## src/rtl/smbh_pkg.sv

```systemverilog
package smbh_pkg;

  localparam logic [4:0] CODE_OK      = 5'h00;
  localparam logic [4:0] CODE_UNSUPP  = 5'h19;
  localparam logic [4:0] CODE_BUSY    = 5'h1A;

  localparam int OFF_PROTO   = 'h00;
  localparam int OFF_STATUS  = 'h01;
  localparam int OFF_SLAVE   = 'h02;
  localparam int OFF_CMD     = 'h03;
  localparam int OFF_DATA0   = 'h04;

  typedef struct packed {
    logic       loadProto;
    logic       clearProto;
    logic       setDone;
    logic       clrDone;
    logic       loadCode;
    logic [4:0] codeVal;
    logic       loadRx;
    logic       loadRxCnt;
    logic       cfgWrEn;
  } ctrlStrobe_t;

  function automatic logic isValidCode(input logic [7:0] p);
    return (p[6:0] >= 7'h02) && (p[6:0] <= 7'h0D);
  endfunction

  function automatic logic isBlockWrite(input logic [7:0] p);
    return (p[6:0] == 7'h0A) || (p[6:0] == 7'h0D);
  endfunction

  function automatic logic isReadType(input logic [7:0] p);
    return (p[0] && (p[6:0] != 7'h03)) || (p[6:0] == 7'h0C);
  endfunction

  function automatic logic isBlockRead(input logic [7:0] p);
    return (p[6:0] == 7'h0B) || (p[6:0] == 7'h0D);
  endfunction

endpackage

```

## src/rtl/smbh_ctrl.sv

```systemverilog
module smbh_ctrl
  import smbh_pkg::*;
#(
  parameter int DATA_BYTES = 32,
  parameter int ADDR_W     = 6
) (
  input  logic              clk,
  input  logic              rstN,
  input  logic [ADDR_W-1:0] regAddr,
  input  logic              regWrEn,
  input  logic [7:0]        regWrData,
  input  logic [7:0]        curProto,
  input  logic [7:0]        byteCount,
  input  logic              engAck,
  input  logic [4:0]        engResult,
  output logic              busy,
  output logic              irqPulse,
  output ctrlStrobe_t       strb
);

  logic busyQ, busyD;
  logic irqQ, irqD;
  logic protoWr, statusWr, badCount;

  assign protoWr  = regWrEn && (regAddr == ADDR_W'(OFF_PROTO)) && (regWrData != 8'h00);
  assign statusWr = regWrEn && (regAddr == ADDR_W'(OFF_STATUS));
  assign badCount = (byteCount == 8'h00) || (byteCount > 8'(DATA_BYTES));

  always_comb begin
    strb    = '0;
    busyD   = busyQ;
    irqD    = 1'b0;

    strb.cfgWrEn = regWrEn && !busyQ &&
                   (regAddr != ADDR_W'(OFF_PROTO)) &&
                   (regAddr != ADDR_W'(OFF_STATUS));
    strb.clrDone = statusWr && regWrData[7];

    if (!busyQ) begin
      if (protoWr) begin
        if (!isValidCode(regWrData) || (isBlockWrite(regWrData) && badCount)) begin
          strb.setDone  = 1'b1;
          strb.loadCode = 1'b1;
          strb.codeVal  = CODE_UNSUPP;
          irqD          = 1'b1;
        end else begin
          strb.loadProto = 1'b1;
          busyD          = 1'b1;
        end
      end
    end else begin
      if (protoWr) begin
        strb.loadCode = 1'b1;
        strb.codeVal  = CODE_BUSY;
      end
      if (engAck) begin
        strb.clearProto = 1'b1;
        strb.setDone    = 1'b1;
        strb.loadCode   = 1'b1;
        strb.codeVal    = engResult;
        strb.loadRx     = (engResult == CODE_OK) && isReadType(curProto);
        strb.loadRxCnt  = (engResult == CODE_OK) && isBlockRead(curProto);
        busyD           = 1'b0;
        irqD            = 1'b1;
      end
    end
  end

  always_ff @(posedge clk) begin
    if (!rstN) begin
      busyQ <= 1'b0;
      irqQ  <= 1'b0;
    end else begin
      busyQ <= busyD;
      irqQ  <= irqD;
    end
  end

  assign busy     = busyQ;
  assign irqPulse = irqQ;

endmodule

```

## src/rtl/smbh_dpath.sv

```systemverilog
module smbh_dpath
  import smbh_pkg::*;
#(
  parameter int DATA_BYTES = 32,
  parameter int ADDR_W     = 6
) (
  input  logic                    clk,
  input  logic                    rstN,
  input  logic [ADDR_W-1:0]       regAddr,
  input  logic [7:0]              regWrData,
  input  ctrlStrobe_t             strb,
  input  logic [7:0]              engRxCount,
  input  logic [8*DATA_BYTES-1:0] engRxData,
  output logic [7:0]              regRdData,
  output logic [7:0]              protoOut,
  output logic [7:0]              slaveOut,
  output logic [7:0]              cmdOut,
  output logic [7:0]              countOut,
  output logic [8*DATA_BYTES-1:0] txData
);

  localparam int IDX_W      = $clog2(DATA_BYTES);
  localparam int OFF_COUNT  = OFF_DATA0 + DATA_BYTES;
  localparam int OFF_ALMA   = OFF_COUNT + 1;
  localparam int OFF_ALMD0  = OFF_COUNT + 2;
  localparam int OFF_ALMD1  = OFF_COUNT + 3;

  logic [7:0] protoQ, slaveQ, cmdQ, countQ, almAddrQ;
  logic [7:0] almDataQ [2];
  logic [7:0] dataQ [DATA_BYTES];
  logic       doneQ;
  logic [4:0] codeQ;
  logic [IDX_W-1:0] dIdx;
  logic       inData;

  function automatic logic hit(input logic [ADDR_W-1:0] a, input int off);
    return a == ADDR_W'(off);
  endfunction

  always_ff @(posedge clk) begin
    if (!rstN) begin
      protoQ   <= '0;
      doneQ    <= 1'b0;
      codeQ    <= '0;
      slaveQ   <= '0;
      cmdQ     <= '0;
      countQ   <= '0;
      almAddrQ <= '0;
      almDataQ[0] <= '0;
      almDataQ[1] <= '0;
    end else begin
      if (strb.loadProto)       protoQ <= regWrData;
      else if (strb.clearProto) protoQ <= 8'h00;

      if (strb.setDone)         doneQ <= 1'b1;
      else if (strb.clrDone)    doneQ <= 1'b0;

      if (strb.loadCode)        codeQ <= strb.codeVal;

      if (strb.cfgWrEn && hit(regAddr, OFF_SLAVE)) slaveQ   <= regWrData;
      if (strb.cfgWrEn && hit(regAddr, OFF_CMD))   cmdQ     <= regWrData;
      if (strb.cfgWrEn && hit(regAddr, OFF_ALMA))  almAddrQ <= regWrData;
      if (strb.cfgWrEn && hit(regAddr, OFF_ALMD0)) almDataQ[0] <= regWrData;
      if (strb.cfgWrEn && hit(regAddr, OFF_ALMD1)) almDataQ[1] <= regWrData;

      if (strb.loadRxCnt)                                countQ <= engRxCount;
      else if (strb.cfgWrEn && hit(regAddr, OFF_COUNT))  countQ <= regWrData;
    end
  end

  for (genvar i = 0; i < DATA_BYTES; i++) begin : gByte
    always_ff @(posedge clk) begin
      if (!rstN)
        dataQ[i] <= '0;
      else if (strb.loadRx)
        dataQ[i] <= engRxData[8*i +: 8];
      else if (strb.cfgWrEn && hit(regAddr, OFF_DATA0 + i))
        dataQ[i] <= regWrData;
    end
    assign txData[8*i +: 8] = dataQ[i];
  end

  assign dIdx   = IDX_W'(regAddr - ADDR_W'(OFF_DATA0));
  assign inData = (regAddr >= ADDR_W'(OFF_DATA0)) && (regAddr < ADDR_W'(OFF_COUNT));

  always_comb begin
    regRdData = 8'h00;
    if (inData)                       regRdData = dataQ[dIdx];
    else if (hit(regAddr, OFF_PROTO))  regRdData = protoQ;
    else if (hit(regAddr, OFF_STATUS)) regRdData = {doneQ, 1'b0, 1'b0, codeQ};
    else if (hit(regAddr, OFF_SLAVE))  regRdData = slaveQ;
    else if (hit(regAddr, OFF_CMD))    regRdData = cmdQ;
    else if (hit(regAddr, OFF_COUNT))  regRdData = countQ;
    else if (hit(regAddr, OFF_ALMA))   regRdData = almAddrQ;
    else if (hit(regAddr, OFF_ALMD0))  regRdData = almDataQ[0];
    else if (hit(regAddr, OFF_ALMD1))  regRdData = almDataQ[1];
  end

  assign protoOut = protoQ;
  assign slaveOut = slaveQ;
  assign cmdOut   = cmdQ;
  assign countOut = countQ;

endmodule

```

## src/rtl/smbh_top.sv

```systemverilog
module smbh_top
  import smbh_pkg::*;
#(
  parameter int DATA_BYTES = 32,
  parameter int ADDR_W     = 6
) (
  input  logic                    clk,
  input  logic                    rstN,
  input  logic [ADDR_W-1:0]       regAddr,
  input  logic                    regWrEn,
  input  logic [7:0]              regWrData,
  output logic [7:0]              regRdData,
  output logic                    irqPulse,
  output logic                    engReq,
  output logic [7:0]              engProto,
  output logic [7:0]              engSlave,
  output logic [7:0]              engCmd,
  output logic [7:0]              engCount,
  output logic [8*DATA_BYTES-1:0] engTxData,
  input  logic                    engAck,
  input  logic [4:0]              engResult,
  input  logic [7:0]              engRxCount,
  input  logic [8*DATA_BYTES-1:0] engRxData
);

  ctrlStrobe_t strb;
  logic [7:0]  protoCur;
  logic [7:0]  countCur;

  smbh_ctrl #(.DATA_BYTES(DATA_BYTES), .ADDR_W(ADDR_W)) ctrl_i (
    .clk       (clk),
    .rstN      (rstN),
    .regAddr   (regAddr),
    .regWrEn   (regWrEn),
    .regWrData (regWrData),
    .curProto  (protoCur),
    .byteCount (countCur),
    .engAck    (engAck),
    .engResult (engResult),
    .busy      (engReq),
    .irqPulse  (irqPulse),
    .strb      (strb)
  );

  smbh_dpath #(.DATA_BYTES(DATA_BYTES), .ADDR_W(ADDR_W)) dpath_i (
    .clk        (clk),
    .rstN       (rstN),
    .regAddr    (regAddr),
    .regWrData  (regWrData),
    .strb       (strb),
    .engRxCount (engRxCount),
    .engRxData  (engRxData),
    .regRdData  (regRdData),
    .protoOut   (protoCur),
    .slaveOut   (engSlave),
    .cmdOut     (engCmd),
    .countOut   (countCur),
    .txData     (engTxData)
  );

  assign engProto = protoCur;
  assign engCount = countCur;

endmodule

```

## config.mk

```make
export PLATFORM = sky130hd
export DESIGN_NAME = smbh_top
export DESIGN_NICKNAME = d
export VERILOG_FILES = /design/src/rtl/smbh_pkg.sv /design/src/rtl/smbh_ctrl.sv /design/src/rtl/smbh_dpath.sv /design/src/rtl/smbh_top.sv
export SDC_FILE = /design/constraint.sdc
export NUM_CORES = 1
export LEC_CHECK = 0
export ABC_AREA = 1
export BUFFER_PORTS_ARGS = -buffer_cell sky130_fd_sc_hd__buf_2
export CAP_MARGIN = 15
export CORE_AREA = 2 2 228 230
export DETAILED_ROUTE_END_ITERATION = 8
export DIE_AREA = 0 0 230 232
export GPL_TIMING_DRIVEN = 0
export PLACE_DENSITY = 0.53
export REMOVE_ABC_BUFFERS = 1
export SLEW_MARGIN = 40
export SYNTH_ARGS = -nofsm -noshare
export SYNTH_HDL_FRONTEND = slang
export SYNTH_SLANG_ARGS = --single-unit
```

## constraint.sdc

```tcl
create_clock -name clk -period 3.8 [get_ports clk]
set_clock_uncertainty 0.1 [all_clocks]
set_input_delay 0 -clock clk [delete_from_list [all_inputs] [get_ports clk]]
set_output_delay 0 -clock clk [all_outputs]
set_load 0.005 [all_outputs]
```

=== Word level (Yosys, flattened, before mapping) ===
Memory sizes are Yosys's and may differ from the RTL's.
Cells that the tools add are included.
Widths: inputs -> output; s select.

* Register bits after elaboration: 48
* Memory bits (writable): 272
* Input bits: 287
* Output and inout bits: 298
* Logic and storage cells: 432
* Memories kept: 2

{| class="wikitable"
|+ Memories
! name !! depth !! bits a word !! read ports !! clocked after memory_dff !! write ports !! line !! source
|-
| dpath_i.dataQ || 32 || 8 || 33 || 0 || 32 || smbh_dpath.sv:30 || <nowiki>logic [7:0] dataQ [DATA_BYTES];</nowiki>
|-
| dpath_i.almDataQ || 2 || 8 || 2 || 0 || 2 || smbh_dpath.sv:29 || <nowiki>logic [7:0] almDataQ [2];</nowiki>
|}

* Add/sub/neg operators: 1
* $lt $le $gt $ge: 5
* Eq/ne operators: 46
* Muxes and demuxes: 237
* Bitwise gates (word level): 66
* Reduce and logical (&&, ||, !) cells: 66

{| class="wikitable"
|+ Operators with widths
! operator !! number
|-
| $mux 8 || 80
|-
| $mux 1 || 151
|-
| $eq 6x5->1 const B || 16
|-
| $or 1x1->1 || 66
|-
| $logic_and 1x1->1 || 51
|-
| $eq 6x4->1 const B || 8
|-
| $eq 6x6->1 const B || 8
|-
| $eq 7x4->1 const B || 5
|-
| $eq 6x3->1 const B || 4
|-
| $mux 6 || 4
|-
| $eq 6x2->1 const B || 2
|-
| $gt 8x6->1 const B || 1
|-
| $logic_not 8->1 || 1
|-
| $reduce_bool 8->1 || 1
|-
| $ge 7x2->1 const B || 1
|-
| $le 7x4->1 const B || 1
|-
| $ne 7x2->1 const B || 1
|-
| $eq 6x1->1 const B || 1
|-
| $ge 6x3->1 const B || 1
|-
| $logic_not 6->1 || 1
|-
| $lt 6x6->1 const B || 1
|-
| $ne 6x1->1 const B || 1
|-
| $reduce_bool 2->1 || 3
|-
| $reduce_bool 6->1 || 1
|-
| 5 further kinds || 11
|}

=== Depth between registers and ports, before layout ===
Gate-level depths: netlist of the first run.

* Depth after elaboration: 11
* Mapped depth: 14
* Mapped depth without buffers: 12

=== Hierarchy ===
From an unflattened synthesis of the first run, not the netlist that was laid out.

* Cell total of the unflattened synthesis: 2044
* Area total of the unflattened synthesis: 16887.4 µm²

{| class="wikitable"
|+ Modules (own cells, without submodules)
! module !! instances !! cells each !! area each (µm²) !! seq. area each (µm²)
|-
| smbh_dpath || 1 || 1954 || 16399.5 || 9088.7
|-
| smbh_ctrl || 1 || 90 || 488.0 || 40.0
|}

=== Least setup slack after synthesis of the first run ===
OpenSTA, ideal clock, no wires.

* Kind: input to register
* Start: input regAddr[2]
* End: memory dpath_i.dataQ[11][0], enable pin
* Library setup time: 0.384 ns
* Data arrival time: 2.038 ns
* Data required time: 3.316 ns
* Slack: 1.278 ns
* Stages: 10
* Path buffers: 3
* Cells stage by stage: clkbuf_1 > inv_1 > clkbuf_1 > ha_1 > nand4_1 > nand2_1 > inv_2 > nand2_1 > clkbuf_1 > o21ai_0

{| class="wikitable"
|+ RTL lines
! what !! line !! source
|-
| from (decl) || smbh_top.sv:9 || <nowiki>input logic [ADDR_W-1:0] regAddr,</nowiki>
|-
| to (decl) || smbh_dpath.sv:30 ||
|}

==> results.sh, run 1 <==
export IMPL_hold_end="dpath_i.dataQ[13][0]"
export IMPL_p_leak_uw=0.0110
export IMPL_grt_overflow_total=0
export IMPL_rr_endpoint="dpath_i.countOut[4]"
export IMPL_antenna_found_initial=3
export IMPL_synthCells=1953
export IMPL_path_class="in2reg"
export IMPL_ys_seq_elements=320
export IMPL_placed_cell_area_mm2=0.0205
export IMPL_grtUsageTotal=0.308
export IMPL_wirelength_um=86300
export IMPL_cp_top_family="simple AND/OR/NAND/NOR gates"
export IMPL_core_area_mm2=0.0509
export IMPL_drtIter0Drc=1986
export IMPL_cts_tree="yes"
export IMPL_setup_viol=0
export IMPL_rsz0062_at_grt="true"
export IMPL_synth_area_mm2=0.0167
export IMPL_routedWlPerCell_um=24.7
export IMPL_clk_latency_ps=550
export IMPL_fmax_mhz=277
export IMPL_power_density_mw_per_mm2=366
export IMPL_crit_path_end_kind="register"
export IMPL_grt_max_degree=63
export IMPL_holdCritStartpoint="regAddr[5]"
export IMPL_ff2ff_path_depth=11
export IMPL_finalCriticalPeriod_ps=3610
export IMPL_max_cap_viol_count=0
export IMPL_drcViolationCount=0
export IMPL_reg2reg_slack_ps=340
export IMPL_num_io_pins=585
export IMPL_nNetsFinal=3078
export IMPL_h_tree_depth=2
export IMPL_avgSynthCellArea_um2=8.55
export IMPL_r2r_start="ctrl_i.busy"
export IMPL_critical_path_max_stage_delay_ps=520
export IMPL_vias=19100
export IMPL_yosysUniqueCellTypes=32
export IMPL_hold_violations=0
export IMPL_synth_enable_flop_cells=272
export IMPL_cts_sinks=320
export IMPL_initial_utilization=0.328
export IMPL_grt_pass1_wl_um=121000
export IMPL_firstDrtPassIters=6
export IMPL_portBuffers=584
export IMPL_crit_path_max_fanout=38
export IMPL_register_area_mm2=0.00913
export IMPL_status="completed"
export IMPL_ant_nets=0
export IMPL_cp_num_buf_inv=4
export IMPL_cts_setup_buffers=0
export IMPL_synth_warnings=0
export IMPL_crit_arrival_ps=3750
export IMPL_die_y_um=232
export IMPL_clk_path_buf_depth=3
export IMPL_clk_pin_slew_ps=60
export IMPL_tightest_slew_ps=875
export IMPL_holdPathStages=4
export IMPL_rows=83
export IMPL_final_max_slew_viol_count=0
export IMPL_fin_crit_sh=0.949
export IMPL_hp_class="in2reg"
export IMPL_path_cells="buf_4 -> inv_4 -> ha_1 -> nand4_1 -> nand2_1 -> clkinv_2 -> nand2_2 -> clkinv_1 -> nand4_1 -> nand2_2"
export IMPL_grt_pass1_vias=18600
export IMPL_fin_util=0.487
export IMPL_place_congestion=0.917
export IMPL_vias_per_cell=5.46
export IMPL_cts_root_buf="clkbuf_16"
export IMPL_cp_num_cells=10
export IMPL_area_growth_pct=48.5
export IMPL_ys_seq_area_frac=0.547
export IMPL_cts_buffers=39
export IMPL_relSlewSlack=0.415
export IMPL_ir_drop_v=0.000245
export IMPL_synth_ff_type="edfxtp_1"
export IMPL_multi_input_comb_area_mm2=0.00582
export IMPL_critPathLaunch="regAddr[2]"
export IMPL_drive_gt1_frac=0.256
export IMPL_cp_slowest_cell="inv_4"
export IMPL_hpwl_um=61500
export IMPL_async_flop_share=0
export IMPL_cp_start_kind="input port"
export IMPL_design_area_mm2=0.0248
export IMPL_die_area_mm2=0.0534
export IMPL_n_fill_cell=4888
export IMPL_crit_required_ps=3940
export IMPL_die_width_um=230
[cell families after synthesis]
group                    count (synthesis)  share of synthesized area
AO/OA/AOI/OAI                          397                      0.137
flip-flops                             320                      0.547
adder cells (fa/ha/maj)                  5                    0.00375
buffers and inverters                  482                      0.111
AND/OR/NAND/NOR                        749                      0.201
[area by class of cell]
class	count	area share
clock buffers	48	0.0429
diodes	1	0.000101
repair buffers	912	0.258
multi-input cells	1151	0.235
flip-flops and latches	320	0.368
clock inverters	21	0.00485
inverters	362	0.0562
well taps	680	0.0343
[timing repair]
action | in CTS | in global routing
endpoints found under the setup margin | 31 | 72
hold endpoints to repair | 304 | 0
hold buffers | 306 | 0
resized for setup | 2 | 8
[sequential cells by signal, summed over array words and instances, names as in the netlist]
| name | count |
|---|---|
| dpath_i.dataQ | 256 |
| dpath_i.almDataQ | 16 |
| dpath_i.almAddrQ | 8 |
| dpath_i.cmdOut | 8 |
| dpath_i.countOut | 8 |
| dpath_i.protoOut | 8 |
| dpath_i.slaveOut | 8 |
| dpath_i.codeQ | 5 |
| ctrl_i.busy | 1 |
| ctrl_i.irqPulse | 1 |
| dpath_i.doneQ | 1 |
[routing by layer]
layer | vias up | share of wire | track usage
met1 | 9126 | 0.39 | 0.391
met4 | 4 | 0.044 | 0.126
li1 | 8415 | - | -
met2 | 1289 | 0.48 | 0.520
met3 | 233 | 0.090 | 0.0518
met5 | - | 0.00027 | 0
[power breakdown]
group / internal, uW / switching (uW)
logic: 564 / 827
clock network: 2040 / 1540
registers: 3970 / 123
[worst register-to-register path, cell delays in order (launching register included)]
cell           delay (ps)
dfxtp_1               520
nand3_1               180
nor3_4                340
buf_6                 210
nand3_2               270
inv_1                 310
nand2_1               100
nand3_1               120
dlygate4sd3_1         560
nand2_1                60
dlygate4sd3_1         590
inv_1                  50
[cells in the final DEF (no fill, tap or decap), types with 41 or more instances in the layout]
cell type,count
nand3_1,148
dlygate4sd3_1,306
buf_2,582
a21oi_1,104
nor2_1,122
inv_1,339
clkbuf_16,41
o21ai_0,43
edfxtp_1,272
dfxtp_1,48
nand2_1,343
o22ai_1,225
nand4_1,99
[through the flow]
| step | power, uW | setup WS (ps) | TNS [ps] | hold WS (ps) | cells |
|---|---|---|---|---|---|
| final | 9060 | 193 | 0 | 155 | 3495 |
| after global routing | 9290 | -30.3 | -661 | 196 | 3495 |
| after CTS | 9060 | 94.1 | 0 | 134 | 3494 |
| after detailed placement | 5290 | -723 | -70100 | 200 | 3119 |
| after global placement | 5250 | -4110 | -1508860 | 199 | 3097 |
| after floorplan | 4510 | -964 | -213350 | -2.37 | 1833 |
[cells in the mapped netlist, types with 5 or more instances]
cell / n / share of area
nand3b_1: 5 / 0.0022
nand3_1: 148 / 0.044
buf_1: 12 / 0.0027
clkbuf_1: 74 / 0.017
o21ai_0: 60 / 0.018
inv_2: 11 / 0.0025
ha_1: 5 / 0.0037
nand4_1: 99 / 0.037
inv_1: 341 / 0.077
nand2_1: 355 / 0.080
o22ai_1: 225 / 0.084
edfxtp_1: 272 / 0.49
dfxtp_1: 48 / 0.058
clkinv_1: 10 / 0.0022
a21oi_1: 104 / 0.031
buf_2: 33 / 0.0099
nor2_1: 123 / 0.028
[worst max-delay path by stage]
stage / end / slack [ps]
after CTS: dpath_i.dataQ[2][1] / 90
after floorplan: dpath_i.dataQ[10][0] / -960
after detailed placement: dpath_i.dataQ[2][6] / -720
after global placement: dpath_i.dataQ[17][4] / -4110
after global routing: dpath_i.dataQ[7][2] / -30
final: dpath_i.dataQ[2][0] / 190
No activity file was read; power rests on OpenSTA's default activity.
==> inputs of run 2 (changes only) <==
--- a/config.mk
+++ b/config.mk
@@ -12,6 +12,7 @@
 export DETAILED_ROUTE_END_ITERATION = 8
 export DIE_AREA = 0 0 230 232
 export GPL_TIMING_DRIVEN = 0
+export MAX_ROUTING_LAYER = met4
 export PLACE_DENSITY = 0.53
 export REMOVE_ABC_BUFFERS = 1
 export SLEW_MARGIN = 40
==> run 2 against run 1 <==
Effect of this change:
- non-clock buffer count decreased by 1
- sequential cell count did not move
- sequential power barely moved
- worst hold slack got worse by 74 ps
- combinational power is essentially flat
- cell count barely moved
- via count about the same
- setup slack lost 49 ps
- register-to-register slack barely moved
==> results.sh, run 2 (synthesis gave the netlist of run 1 again) <==
export IMPL_status="completed"
export IMPL_fmax_mhz=273
export IMPL_final_max_slew_viol_count=0
export IMPL_final_cell_mix="buf_2, nand2_1, inv_1"
export IMPL_cp_num_buf_inv=4
export IMPL_crit_path_end_kind="register"
export IMPL_drcViolationCount=0
export IMPL_rows=83
export IMPL_max_cap_viol_count=0
export IMPL_ant_nets=0
export IMPL_final_common_cell="buf_2"
export IMPL_drive_gt1_frac=0.257
export IMPL_clk_path_buf_depth=3
export IMPL_multi_input_comb_area_mm2=0.00582
export IMPL_ir_drop_v=0.000243
export IMPL_setup_viol=0
export IMPL_place_ws_ps=-767
export IMPL_cp_slowest_cell="inv_4"
export IMPL_die_y_um=232
export IMPL_antenna_found_initial=2
export IMPL_hp_class="in2reg"
export IMPL_path_class="in2reg"
export IMPL_largest_register_ff_count=256
export IMPL_place_congestion=0.933
export IMPL_register_area_mm2=0.00913
export IMPL_finalCriticalPeriod_ps=3660
export IMPL_vias=19100
export IMPL_area_growth_pct=48.6
export IMPL_hpwl_um=61500
export IMPL_path_cells="buf_4 -> inv_4 -> ha_1 -> nand4_1 -> nand2_1 -> clkinv_2 -> nand2_2 -> clkinv_1 -> nand3_1 -> nand2_1"
export IMPL_hold_violations=0
export IMPL_nNetsFinal=3076
export IMPL_tightest_slew_ps=856
export IMPL_grtUsageTotal=0.318
export IMPL_grt_overflow_total=0
export IMPL_cp_start_kind="input port"
export IMPL_drtIter0Drc=1947
export IMPL_fin_setup_tns_ps=0
export IMPL_num_io_pins=585
export IMPL_regMostFlops="dpath_i.dataQ"
export IMPL_p_leak_uw=0.0110
export IMPL_clk_latency_ps=550
export IMPL_initial_utilization=0.328
export IMPL_wirelength_um=86300
export IMPL_grt_max_degree=63
export IMPL_n_fill_cell=4882
export IMPL_core_area_mm2=0.0509
export IMPL_portBuffers=584
export IMPL_cts_sinks=320
export IMPL_reg_top3="dpath_i.dataQ: 256 flops, dpath_i.almDataQ: 16 flops"
export IMPL_firstDrtPassIters=5
export IMPL_die_width_um=230
export IMPL_grt_pass1_wl_um=121000
export IMPL_setup_ws_ps=143
export IMPL_vias_per_cell=5.45
export IMPL_critical_path_max_stage_delay_ps=530
export IMPL_cts_setup_buffers=0
export IMPL_clk_pin_slew_ps=60
export IMPL_relSlewSlack=0.427
export IMPL_rsz0062_at_grt="false"
export IMPL_fin_crit_sh=0.962
export IMPL_cts_tree="yes"
export IMPL_crit_path_max_fanout=38
export IMPL_cts_root_buf="clkbuf_16"
export IMPL_power_density_mw_per_mm2=368
export IMPL_crit_arrival_ps=3770
export IMPL_cp_top_family="simple AND/OR/NAND/NOR gates"
export IMPL_cpMostUsedCell="nand2_1"
export IMPL_routedWlPerCell_um=24.7
export IMPL_grt_pass1_vias=18600
export IMPL_die_area_mm2=0.0534
export IMPL_h_tree_depth=2
export IMPL_cts_buffers=38
export IMPL_crit_required_ps=3910
## run 2: changes by cell type in the layout (fill, tap and decap cells not counted), moves of 3 or more
cell,change
clkinv_1,-6
clkinv_2,+4
nand2_1,+3
nand2_2,-3
## run 2: worst register-to-register path: stages, from the launching register on
cell and delay (ps):
dfxtp_1 520, nor2_1 160, nand2_1 210, clkinv_2 440, nand2_2 520, clkinv_1 320
nand3_1 470, nand2_1 360
## run 2: layer usage
| layer | vias to the layer above | GRT usage | routed length (um) | share of wire |
|---|---|---|---|---|
| met3 | 198 | 0.0495 | 6960 | 0.081 |
| met5 | - | - | 0 | 0 |
| li1 | 8416 | - | - | - |
| met2 | 1216 | 0.518 | 41100 | 0.48 |
| met1 | 9226 | 0.398 | 34700 | 0.40 |
| met4 | 0 | 0.123 | 3480 | 0.040 |
## run 2: per-stage QoR
stage / hold WS (ps) / utilization / instance area (um2) / total power (uW) / cells
after detailed placement: 206 / 0.403 / 20500 / 5290 / 3120
after CTS: 41.6 / 0.486 / 24800 / 9110 / 3492
final: 80.6 / 0.487 / 24800 / 9120 / 3494
after global routing: 108 / 0.487 / 24800 / 9350 / 3494
after floorplan: -2.37 / - / 16200 / 4510 / 1833
after global placement: 196 / 0.392 / 20000 / 5250 / 3097
## run 2: final cells by class
type,instances,area share
Clock inverter,21,0.00716
Clock buffer,47,0.0406
Antenna cell,2,0.000202
Tap cell,680,0.0343
Inverter,362,0.0562
Multi-Input combinational cell,1151,0.235
Timing Repair Buffer,911,0.259
Sequential cell,320,0.368
## run 2: report_power, final
| part | internal [uW] | switching, uW | total [uW] |
|---|---|---|---|
| logic | 566 | 830 | 1400 |
| registers | 3970 | 123 | 4090 |
| clock network | 2090 | 1550 | 3630 |
## run 2: what timing repair did
item,CTS,global route
resized for setup,2,5
hold buffers,304,0
hold endpoints to repair,306,0
endpoints found under the setup margin,37,48
## run 2: path summary, 6_finish.rpt
path | start | slack [ps] | endpoint | cells after the start
worst max-delay path | regAddr[2] | 140 | dpath_i.dataQ[21][6] | 10
worst min-delay path | regAddr[5] | 80 | dpath_i.almAddrQ[7] | 7
worst max register to register | ctrl_i.busy | 350 | dpath_i.dataQ[21][6] | 7
worst min register to register | dpath_i.almAddrQ[0] | 360 | dpath_i.almAddrQ[0] | 2
==> inputs of run 3 (changes only) <==
--- a/config.mk
+++ b/config.mk
@@ -8,12 +8,13 @@
 export ABC_AREA = 1
 export BUFFER_PORTS_ARGS = -buffer_cell sky130_fd_sc_hd__buf_2
 export CAP_MARGIN = 15
-export CORE_AREA = 2 2 228 230
+export CORE_AREA = 2 2 227 229
+export CTS_CLUSTER_DIAMETER = 200
 export DETAILED_ROUTE_END_ITERATION = 8
-export DIE_AREA = 0 0 230 232
+export DIE_AREA = 0 0 229 231
 export GPL_TIMING_DRIVEN = 0
 export MAX_ROUTING_LAYER = met4
-export PLACE_DENSITY = 0.53
+export PLACE_DENSITY = 0.54
 export REMOVE_ABC_BUFFERS = 1
 export SLEW_MARGIN = 40
 export SYNTH_ARGS = -nofsm -noshare
==> run 3 against run 2 <==
Effect of this change:
- sequential share of layout area down 0.21 points
- clock-buffer cell count is 4 higher
- global-route usage increased by 0.76 points
- sequential cell count is the same
- setup slack worse by 84 ps
- combinational power about the same
- highest routed layer unchanged
==> results.sh, run 3 (synthesis gave the netlist of run 1 again) <==
export IMPL_sw_frac_of_total=0.269
export IMPL_relSlewSlack=0.441
export IMPL_power_switching_uw=2500
export IMPL_fin_crit_sh=0.985
export IMPL_grt_max_degree=63
export IMPL_stdcell_count=3504
export IMPL_final_max_slew_viol_count=0
export IMPL_met2_usage=0.538
export IMPL_crit_arrival_ps=3950
export IMPL_ir_drop_v=0.000296
export IMPL_internal_power_uw=6800
export IMPL_grtUsageTotal=0.325
export IMPL_firstDrtPassIters=5
export IMPL_placed_cell_area_mm2=0.0205
export IMPL_vias=19000
export IMPL_largest_register_ff_count=256
export IMPL_rows=83
export IMPL_grt_pass1_vias=18800
export IMPL_design_area_mm2=0.0249
export IMPL_clk_pin_slew_ps=60
export IMPL_final_cell_mix="buf_2, nand2_1, inv_1"
export IMPL_clk_latency_ps=560
export IMPL_grt_use_met1=0.399
export IMPL_max_cap_viol_count=0
export IMPL_die_y_um=231
export IMPL_cts_root_buf="clkbuf_16"
export IMPL_cts_tree="yes"
export IMPL_holdCritStartpoint="regAddr[5]"
export IMPL_clk_path_buf_depth=3
export IMPL_path_class="in2reg"
export IMPL_post_place_cells=3120
export IMPL_nNetsFinal=3084
export IMPL_place_ws_ps=-917
export IMPL_cpMostUsedCell="nand4_1"
export IMPL_finalCriticalPeriod_ps=3740
export IMPL_place_congestion=0.939
export IMPL_hp_class="in2reg"
export IMPL_p_comb_frac=0.151
export IMPL_globalRouteMet3Util=0.0505
export IMPL_r2r_start="ctrl_i.busy"
export IMPL_antenna_found_initial=4
export IMPL_power_density_mw_per_mm2=373
export IMPL_routedWlPerCell_um=24.8
export IMPL_setup_ws_ps=58.8
export IMPL_hold_violations=0
export IMPL_grt_overflow_total=0
export IMPL_cts_sinks=320
export IMPL_drcViolationCount=0
export IMPL_crit_path_end_kind="register"
export IMPL_wirelength_um=86900
export IMPL_grt_busiest_layer="met2"
export IMPL_crit_required_ps=4010
export IMPL_drtIter0Drc=1705
export IMPL_p_leak_uw=0.0111
export IMPL_status="completed"
export IMPL_initial_utilization=0.329
export IMPL_critical_path_max_stage_delay_ps=580
export IMPL_cts_buffers=38
export IMPL_drive_gt1_frac=0.255
export IMPL_die_width_um=229
export IMPL_ant_nets=0
export IMPL_pwr_share_seq=0.439
export IMPL_critPathLaunch="regAddr[2]"
export IMPL_portBuffers=584
export IMPL_die_area_mm2=0.0529
export IMPL_crit_path_max_fanout=38
export IMPL_hpwl_um=61400
export IMPL_reg_top3="dpath_i.dataQ: 256 flops, dpath_i.almDataQ: 16 flops"
export IMPL_setup_viol=0
export IMPL_cp_start_kind="input port"
export IMPL_tightest_slew_ps=836
export IMPL_regMostFlops="dpath_i.dataQ"
export IMPL_h_tree_depth=2
export IMPL_vias_per_cell=5.41
export IMPL_path_cells="buf_4 -> inv_4 -> ha_1 -> nand4_1 -> nand2_1 -> clkinv_2 -> nand2_4 -> clkinv_1 -> nand4_1 -> o22ai_1 -> dlygate4sd3_1"
export IMPL_rsz0062_at_grt="false"
export IMPL_area_growth_pct=49.4
export IMPL_fmax_mhz=267
export IMPL_core_area_mm2=0.0507
export IMPL_cp_slowest_cell="dlygate4sd3_1"
export IMPL_cp_num_buf_inv=5
export IMPL_n_fill_cell=4875
export IMPL_final_common_cell="buf_2"
export IMPL_p_clk_frac=0.410
export IMPL_grt_pass1_wl_um=123000
export IMPL_cp_top_family="buffers and inverters"
export IMPL_num_io_pins=585
==> run 3: changes by cell type in the layout (fill, tap and decap cells not counted), sizes merged <==
| cell | delta |
|---|---|
| dlygate4sd3 | +7 |
| clkbuf | +4 |
| clkinv | -3 |
| diode | +2 |
| inv | -2 |
| buf | +1 |
| bufinv | +1 |
==> run 3: what timing repair did <==
action | 4_1_cts | 5_1_grt
hold buffers | 311 | 0
setup buffers | 0 | 1
hold endpoints to repair | 304 | 0
pin swaps | 0 | 1
gates resized for setup | 3 | 4
endpoints found under the setup margin | 56 | 57
==> run 3: worst register-to-register path, stage by stage (launching register included) <==
cell and delay, ps:
dfxtp_1 520, nor2_1 150, nand2_1 200, clkinv_2 450
nand2_4 410, clkinv_1 280, nand4_1 470, o22ai_1 130
dlygate4sd3_1 580
==> run 3: cell type report <==
class	instances	area [um2]	area share
Multi-Input combinational cell	1151	5810	0.233
Clock buffer	51	1080	0.0434
Sequential cell	320	9130	0.366
Inverter	362	1390	0.0557
Tap cell	680	851	0.0341
Antenna cell	4	10.0	0.000401
Timing Repair Buffer	919	6490	0.260
Clock inverter	17	176	0.00707
==> run 3: power groups by stage <==
stage	Sequential [uW]	Combinational (uW)	Clock (uW)
2_1_floorplan	4130	382	0
3_3_place_gp	4150	1100	0
3_5_place_dp	4150	1140	0
4_1_cts	4080	1380	3830
5_1_grt	4090	1480	3960
6_report	4080	1410	3810
==> run 3: final timing paths <==
kind,end,slack [ps],depth (start not counted)
worst max register to register,dpath_i.dataQ[19][7],250,8
worst min-delay path,dpath_i.almAddrQ[1],80,7
worst max-delay path,dpath_i.dataQ[19][7],60,11
worst min register to register,dpath_i.almAddrQ[5],350,2
==> run 3: per-layer routing <==
| metal | routed length [um] | vias up |
|---|---|---|
| met3 | 7350 | 219 |
| met5 | 0 | - |
| met2 | 41400 | 1191 |
| li1 | - | 8416 |
| met1 | 34500 | 9146 |
| met4 | 3620 | 0 |
==> run 3: metrics by stage <==
stage          hold WS [ps]  utilization  setup TNS [ps]  total power [uW]
3_3_place_gp            194        0.394        -1496160              5250
4_1_cts                31.6        0.491               0              9290
6_report               76.2        0.492               0              9300
5_1_grt                 139        0.492               0              9540
3_5_place_dp            200        0.405          -90090              5290
2_1_floorplan         -2.37            -         -213350              4510
